**config.mk**
```make
export PLATFORM = sky130hd
export DESIGN_NAME = poll_sched
export DESIGN_NICKNAME = d
export VERILOG_FILES = /design/src/rtl/poll_pkg.sv /design/src/rtl/poll_seq.sv /design/src/rtl/poll_ack_track.sv /design/src/rtl/poll_wdog.sv /design/src/rtl/poll_sched.sv
export SDC_FILE = /design/constraint.sdc
export NUM_CORES = 1
export LEC_CHECK = 0
export ABC_AREA = 1
export CORE_MARGIN = 2
export CORE_UTILIZATION = 45
export CTS_BUF_LIST = sky130_fd_sc_hd__clkbuf_8 sky130_fd_sc_hd__clkbuf_16
export DETAILED_ROUTE_END_ITERATION = 10
export PLACE_DENSITY = 0.67
export SETUP_SLACK_MARGIN = 0.02
export SKIP_CTS_REPAIR_TIMING = 1
export SYNTH_ARGS = -nofsm -noshare
export SYNTH_HDL_FRONTEND = slang
export SYNTH_SLANG_ARGS = --single-unit
```
**constraint.sdc**
```tcl
create_clock -name clk_i -period 2.6 [get_ports clk_i]
set_clock_uncertainty 0.2 [all_clocks]
set_input_delay 0.52 -clock clk_i [delete_from_list [all_inputs] [get_ports clk_i]]
set_output_delay 0.52 -clock clk_i [all_outputs]
set_load 0.01 [all_outputs]
```
**src/rtl/poll_pkg.sv**
```systemverilog
package poll_pkg;
  typedef enum logic [1:0] {
    FT_NONE = 2'd0,
    FT_SYNC = 2'd1,
    FT_DATA = 2'd2
  } frm_type_e;

  typedef enum logic [2:0] {
    ST_IDLE,
    ST_SYNC,
    ST_DATA,
    ST_WAIT,
    ST_DONE
  } seq_state_e;
endpackage

```
**src/rtl/poll_seq.sv**
```systemverilog
module poll_seq
  import poll_pkg::*;
#(
  parameter int N_STA    = 8,
  parameter int GRP_SIZE = 4,
  parameter int ACK_WIN  = 16,
  parameter int ADDR_W   = 4
) (
  input  logic              clk_i,
  input  logic              rst_ni,
  input  logic              start_i,
  input  logic              all_clear_i,
  output logic              issue_o,
  output logic              sync_o,
  output logic              active_o,
  output logic              resolve_o,
  output logic              busy_o,
  output logic              done_o,
  output frm_type_e         frm_type_o,
  output logic [ADDR_W-1:0] dst_o
);
  localparam int MW = (GRP_SIZE > 1) ? $clog2(GRP_SIZE) : 1;
  localparam int WW = (ACK_WIN > 1) ? $clog2(ACK_WIN) : 1;
  localparam logic [MW-1:0]     MEM_LAST = MW'(GRP_SIZE - 1);
  localparam logic [WW-1:0]     WIN_LAST = WW'(ACK_WIN - 1);
  localparam logic [ADDR_W-1:0] DST_END  = ADDR_W'(N_STA + 1);

  seq_state_e        state_q, state_d;
  logic [ADDR_W-1:0] dst_q;
  logic [MW-1:0]     mem_q;
  logic [WW-1:0]     win_q;
  logic              win_last, grp_end;

  assign win_last  = (win_q == WIN_LAST);
  assign grp_end   = (mem_q == MEM_LAST);
  assign resolve_o = (state_q == ST_WAIT) && (all_clear_i || win_last);

  always_comb begin
    state_d = state_q;
    unique case (state_q)
      ST_IDLE: if (start_i) state_d = ST_SYNC;
      ST_SYNC: state_d = ST_DATA;
      ST_DATA: if (grp_end) state_d = ST_WAIT;
      ST_WAIT: if (resolve_o) state_d = (dst_q == DST_END) ? ST_DONE : ST_DATA;
      ST_DONE: state_d = ST_IDLE;
      default: state_d = ST_IDLE;
    endcase
  end

  always_ff @(posedge clk_i or negedge rst_ni) begin
    if (!rst_ni) begin
      state_q <= ST_IDLE;
      dst_q   <= '0;
      mem_q   <= '0;
      win_q   <= '0;
    end else begin
      state_q <= state_d;
      if (state_q == ST_SYNC) begin
        dst_q <= ADDR_W'(1);
        mem_q <= '0;
      end else if (state_q == ST_DATA) begin
        dst_q <= dst_q + ADDR_W'(1);
        mem_q <= grp_end ? '0 : mem_q + MW'(1);
      end
      if (state_q == ST_WAIT && !resolve_o) win_q <= win_q + WW'(1);
      else                                  win_q <= '0;
    end
  end

  assign issue_o    = (state_q == ST_DATA);
  assign sync_o     = (state_q == ST_SYNC);
  assign active_o   = (state_q == ST_DATA) || (state_q == ST_WAIT);
  assign busy_o     = (state_q != ST_IDLE);
  assign done_o     = (state_q == ST_DONE);
  assign frm_type_o = sync_o ? FT_SYNC : (issue_o ? FT_DATA : FT_NONE);
  assign dst_o      = issue_o ? dst_q : '0;

  // a control cycle always opens with the broadcast sync request
  p_sync_leads_r2: assert property (@(posedge clk_i) disable iff (!rst_ni)
    $rose(busy_o) |-> (frm_type_o == FT_SYNC && dst_o == '0));

  // data destinations stay within the station address range
  p_dst_range_r3: assert property (@(posedge clk_i) disable iff (!rst_ni)
    issue_o |-> (dst_o >= ADDR_W'(1) && dst_o <= ADDR_W'(N_STA)));

  // the window counter never passes its last cycle
  p_win_bound_r6: assert property (@(posedge clk_i) disable iff (!rst_ni)
    (state_q == ST_WAIT) |-> (win_q <= WIN_LAST));

  // done is a single-cycle pulse followed by idle
  p_done_pulse_r8: assert property (@(posedge clk_i) disable iff (!rst_ni)
    done_o |=> (!done_o && !busy_o));

  // start is ignored mid-cycle, busy persists until done
  p_busy_hold_r2: assert property (@(posedge clk_i) disable iff (!rst_ni)
    (busy_o && !done_o) |=> busy_o);
endmodule

```
**src/rtl/poll_ack_track.sv**
```systemverilog
module poll_ack_track #(
  parameter int N_STA  = 8,
  parameter int ADDR_W = 4
) (
  input  logic              clk_i,
  input  logic              rst_ni,
  input  logic              sync_i,
  input  logic              issue_i,
  input  logic [ADDR_W-1:0] issue_dst_i,
  input  logic              resolve_i,
  input  logic              ack_vld_i,
  input  logic [ADDR_W-1:0] ack_src_i,
  output logic              all_clear_o,
  output logic [N_STA-1:0]  missed_o
);
  logic [N_STA-1:0] pend_q, miss_q, hit_w;

  for (genvar i = 0; i < N_STA; i++) begin : g_slot
    localparam logic [ADDR_W-1:0] MY_ADDR = ADDR_W'(i + 1);
    logic set_w;

    // station-side style address filter: only the own address matches
    assign hit_w[i] = ack_vld_i && (ack_src_i == MY_ADDR) && pend_q[i];
    assign set_w    = issue_i && (issue_dst_i == MY_ADDR);

    always_ff @(posedge clk_i or negedge rst_ni) begin
      if (!rst_ni) begin
        pend_q[i] <= 1'b0;
        miss_q[i] <= 1'b0;
      end else begin
        if (resolve_i)     pend_q[i] <= 1'b0;
        else if (set_w)    pend_q[i] <= 1'b1;
        else if (hit_w[i]) pend_q[i] <= 1'b0;

        if (sync_i)                                miss_q[i] <= 1'b0;
        else if (resolve_i && pend_q[i] && !hit_w[i]) miss_q[i] <= 1'b1;
      end
    end

    // a station is only flagged if it was owed an acknowledge
    p_miss_src_r6: assert property (@(posedge clk_i) disable iff (!rst_ni)
      $rose(miss_q[i]) |-> $past(pend_q[i]));
  end

  assign all_clear_o = ((pend_q & ~hit_w) == '0);
  assign missed_o    = miss_q;

  // closing a group leaves nothing outstanding
  p_clear_on_close_r4: assert property (@(posedge clk_i) disable iff (!rst_ni)
    resolve_i |=> (pend_q == '0));

  // the bitmap only changes on sync or group close
  p_miss_stable_r7: assert property (@(posedge clk_i) disable iff (!rst_ni)
    (!sync_i && !resolve_i) |=> $stable(miss_q));
endmodule

```
**src/rtl/poll_wdog.sv**
```systemverilog
module poll_wdog #(
  parameter int BUDGET = 96
) (
  input  logic clk_i,
  input  logic rst_ni,
  input  logic sync_i,
  input  logic active_i,
  output logic timeout_o
);
  localparam int CW = $clog2(BUDGET + 1);

  logic [CW-1:0] cnt_q;
  logic          tmo_q;

  always_ff @(posedge clk_i or negedge rst_ni) begin
    if (!rst_ni) begin
      cnt_q <= '0;
      tmo_q <= 1'b0;
    end else begin
      if (sync_i)                       cnt_q <= CW'(BUDGET);
      else if (active_i && cnt_q != '0) cnt_q <= cnt_q - CW'(1);
      if (active_i && cnt_q == '0)      tmo_q <= 1'b1;
    end
  end

  assign timeout_o = tmo_q;

  // flag is sticky until reset
  p_tmo_sticky_r9: assert property (@(posedge clk_i) disable iff (!rst_ni)
    timeout_o |=> timeout_o);

  // flag rises only after the budget ran out mid-cycle
  p_tmo_cause_r9: assert property (@(posedge clk_i) disable iff (!rst_ni)
    $rose(timeout_o) |-> $past(active_i && cnt_q == '0));
endmodule

```
**src/rtl/poll_sched.sv**
```systemverilog
module poll_sched
  import poll_pkg::*;
#(
  parameter int N_STA     = 8,
  parameter int GRP_SIZE  = 4,
  parameter int ACK_WIN   = 16,
  parameter int SYNC_CYC  = 8,
  parameter int BURST_CYC = 4,
  parameter int N_BURST   = 1,
  localparam int ADDR_W   = $clog2(N_STA + 1)
) (
  input  logic              clk_i,
  input  logic              rst_ni,
  input  logic              start_i,
  input  logic              ack_vld_i,
  input  logic [ADDR_W-1:0] ack_src_i,
  output logic              frm_req_o,
  output logic [1:0]        frm_type_o,
  output logic [ADDR_W-1:0] frm_dst_o,
  output logic              busy_o,
  output logic              done_o,
  output logic [N_STA-1:0]  missed_o,
  output logic              timeout_o
);
  localparam int BUDGET = N_STA * (SYNC_CYC + BURST_CYC * N_BURST);

  logic              issue_w, sync_w, active_w, resolve_w, all_clear_w;
  frm_type_e         ftype_w;
  logic [ADDR_W-1:0] dst_w;

  poll_seq #(
    .N_STA(N_STA), .GRP_SIZE(GRP_SIZE), .ACK_WIN(ACK_WIN), .ADDR_W(ADDR_W)
  ) u_seq (
    .clk_i(clk_i), .rst_ni(rst_ni), .start_i(start_i),
    .all_clear_i(all_clear_w),
    .issue_o(issue_w), .sync_o(sync_w), .active_o(active_w),
    .resolve_o(resolve_w), .busy_o(busy_o), .done_o(done_o),
    .frm_type_o(ftype_w), .dst_o(dst_w)
  );

  poll_ack_track #(.N_STA(N_STA), .ADDR_W(ADDR_W)) u_ack (
    .clk_i(clk_i), .rst_ni(rst_ni), .sync_i(sync_w),
    .issue_i(issue_w), .issue_dst_i(dst_w), .resolve_i(resolve_w),
    .ack_vld_i(ack_vld_i), .ack_src_i(ack_src_i),
    .all_clear_o(all_clear_w), .missed_o(missed_o)
  );

  poll_wdog #(.BUDGET(BUDGET)) u_wdog (
    .clk_i(clk_i), .rst_ni(rst_ni), .sync_i(sync_w),
    .active_i(active_w), .timeout_o(timeout_o)
  );

  assign frm_req_o  = issue_w || sync_w;
  assign frm_type_o = ftype_w;
  assign frm_dst_o  = dst_w;

  // request strobe and type field agree
  p_req_type_r10: assert property (@(posedge clk_i) disable iff (!rst_ni)
    frm_req_o == (frm_type_o != 2'd0));
endmodule

```
==> metrics.txt <==
# diodes=0; core area=4324 sq um; Iteration-0 DRC Markers=44; Slew Viols, Final=0; post-synthesis instance total=230; Die Y=~71 microns; clock root buffer=clkbuf_8; CP endpoint kind=output port; fin util=0.5616; Clock Power Share=0.149; vias=about 1,600; Crit Path Category=reg -> out; worst r2r src=u_wdog.cnt_q[0]; Final #Nets=around 280; Initial Util=0.4615; Worst-Skew Late Latency=0.29 ns; Mapped Area=1996 sq um; Die W=70.60 microns; clock tree buffer depth=2; leakage power=around 0.0012 uW; outcome=finished clean; GPL Wtd Cong=0.8309; antenna violations before repair=0; CTS tree=yes; Power Internal=1476 uW; DRC violations left=0; Ports=26; share of cells above drive strength 1=0.2113; CTS Buf Count=5; drt total wl=approximately 3800 microns; P_sw=~1100 uW; Seq/Total Area, Yosys=0.4639; post-layout min period=around 2.6 ns; RSZ-0062 raised after global routing=true; CTS clk-pin slew, worst paths=0.07 ns; sequential power share=0.356; launch point of the worst path=u_seq.state_q[2]; Die ar.=between 4000 and 5000 sq um; Net Sw Frac=0.4241; placed cells=a little over 300; post-route setup slack=0.04717 ns; #FFs+latches synth=37; Fin. Hold Viols=0; register area=925.9 sq um; fin cells=between 300 and 400; syn_area_per_cell=between 8 and 9 sq um; Netlist cell types=33; Layout fillers=412; end of the worst register-to-register path=u_wdog.cnt_q[4]; Reg2Reg Depth=11; placed cell areas=2313 sq um; period utilization=0.9819; syn nets=about 240; Gate power share=0.494; remaining antenna violation count=0; Total GRT Usage=0.1670; Max Cap Viol=0; DP Worst Slack=0.1684 ns; CTS sink cnt=37; largest net degree at the start of global routing=38; pwr dens=1056 nW/um^2; Max Fclk=slightly below 400 MHz; Setup Viol. Count Final=0; post-route cell area=between 2000 and 2500 sq um; critical path required time=~1.9 ns; Max Fanout on Critical Path=6; worst vdd ir=0.6012 mV; max_slew headroom=0.4494; multi-input logic area=899.6 sq um; Vias/cell=4.905; vias in the first global route=~1,500; worst slew pin tran=about 0.83 ns; CP arrival=roughly 1.8 ns; Yosys warnings=0; DR pass1 iterations=4; Hold WC Path Type=in -> async; area growth from synthesis to layout=21.69%; dpl hpwl=2797 microns; first-pass GRT wire length=6665 microns; number of port buffers=25; CP startpoint kind=register; total grt overflow=0; # H-tree levels=2; Core Rows=24; Worst R2R Setup Slack=0.67 ns; drt wl/cell=12.03 microns; hold slack=0.1308 ns
-- metal layers --
metal,track usage,vias to the layer above,part of all wire
li1,-,794,-
met1,0.2148,730,0.46
met2,0.2799,27,0.50
met3,0.03989,4,0.037
met4,0.05451,0,0.0079
met5,0,-,0
-- registers in the layout, summed over array words and instances, names as in the netlist --
name	cells
u_ack.pend_q	8
u_seq.state_q	3
u_wdog.cnt_q	7
u_ack.missed_o	8
u_wdog.timeout_o	1
u_seq.mem_q	2
u_seq.win_q	4
u_seq.dst_q	4
-- synthesized netlist by cell type --
library cell,count,area (sq um)
nand2_1,27,101.4
o21ai_0,7,35.03
nand3_1,9,45.04
nand3b_1,1,7.510
nor3_1,3,15.01
a21oi_1,15,75.07
nor2_4,2,22.52
dfrtp_1,37,925.9
nor2_1,33,123.9
nand2_8,1,20.02
inv_2,4,15.01
o22ai_1,2,12.51
ha_1,5,62.56
buf_2,1,5.000
a22o_1,1,8.760
nand2_4,2,22.52
o21ai_1,3,15.01
nand4_1,1,6.260
a21oi_2,8,70.07
nor2_8,1,20.02
o211ai_1,1,7.510
nor2_2,2,12.51
a21oi_4,1,16.27
nand3_4,1,17.52
inv_1,40,150.1
or2_2,1,6.260
nand3_2,8,80.08
nand2_2,7,43.79
buf_4,2,15.01
xor2_1,1,8.760
o21ai_2,1,8.760
nor3b_2,1,12.51
o31ai_1,1,7.510
-- logic make-up (layout without fill, tap and decap cells) --
group           count (synthesis)  after routing  synth area share
fa+ha+maj                       5              5           0.03135
flops                          37             37            0.4640
buf+inv                        47             82           0.09278
simple gates                  100            100            0.2790
xor+xnor                        1              1          0.004390
compound gates                 40             40            0.1285
-- worst max path at each step --
stage	to	slack [ns]	cells after the start
3_3_place_gp	u_ack.pend_q[4]	0.23	10
3_5_place_dp	u_ack.pend_q[3]	0.17	10
6_report	frm_dst_o[1]	0.05	6
2_1_floorplan	frm_type_o[0]	0.81	3
4_1_cts	frm_dst_o[3]	-0.12	6
5_1_grt	frm_dst_o[1]	-0.02	6
-- layout make-up --
cell class	count	share of cell area
multi-input cells	146	0.3704
flip-flops and latches	37	0.3812
clock inverters	3	0.005667
clock buffers	5	0.02834
repair buffers	30	0.1195
inverters	44	0.06801
well taps	52	0.02679
-- worst max-delay path, stage by stage, from the launching register on --
cell and delay (ns):
dfrtp_1 0.43, nor2_2 0.13, inv_2 0.06, nor2_4 0.16, nand2_1 0.13, inv_1 0.09
clkdlybuf4s50_1 0.53
-- power groups by stage --
stage	clock network, uW	logic, uW	registers, uW
2_1_floorplan	0	871	904
4_1_cts	397	1240	913
6_report	383	1270	914
3_3_place_gp	0	1220	919
3_5_place_dp	0	1230	923
5_1_grt	420	1430	946
-- per-stage QoR --
| step | setup TNS (ns) | total power (uW) |
|---|---|---|
| final | 0 | 2564 |
| after global routing | -0.04009 | 2791 |
| after CTS | -0.2600 | 2553 |
| after detailed placement | 0 | 2158 |
| after global placement | 0 | 2138 |
| after floorplan | 0 | 1775 |
-- cells in the final DEF, fill, tap and decap left out, types with 2 or more instances in the layout --
master           count
inv_1               41
dfrtp_1             37
nor2_1              31
nand2_1             27
clkdlybuf4s50_1     21
a21oi_1             15
nand3_1              9
nand3_2              8
a21oi_2              8
nand2_2              7
o21ai_0              7
ha_1                 5
clkbuf_8             5
buf_4                5
inv_2                4
nor2_2               3
nor2_4               3
o21ai_1              3
dlymetal6s2s_1       3
nand2_4              2
nor3_1               2
o22ai_1              2
clkinv_2             2
Power figures use the tool's default switching activity.
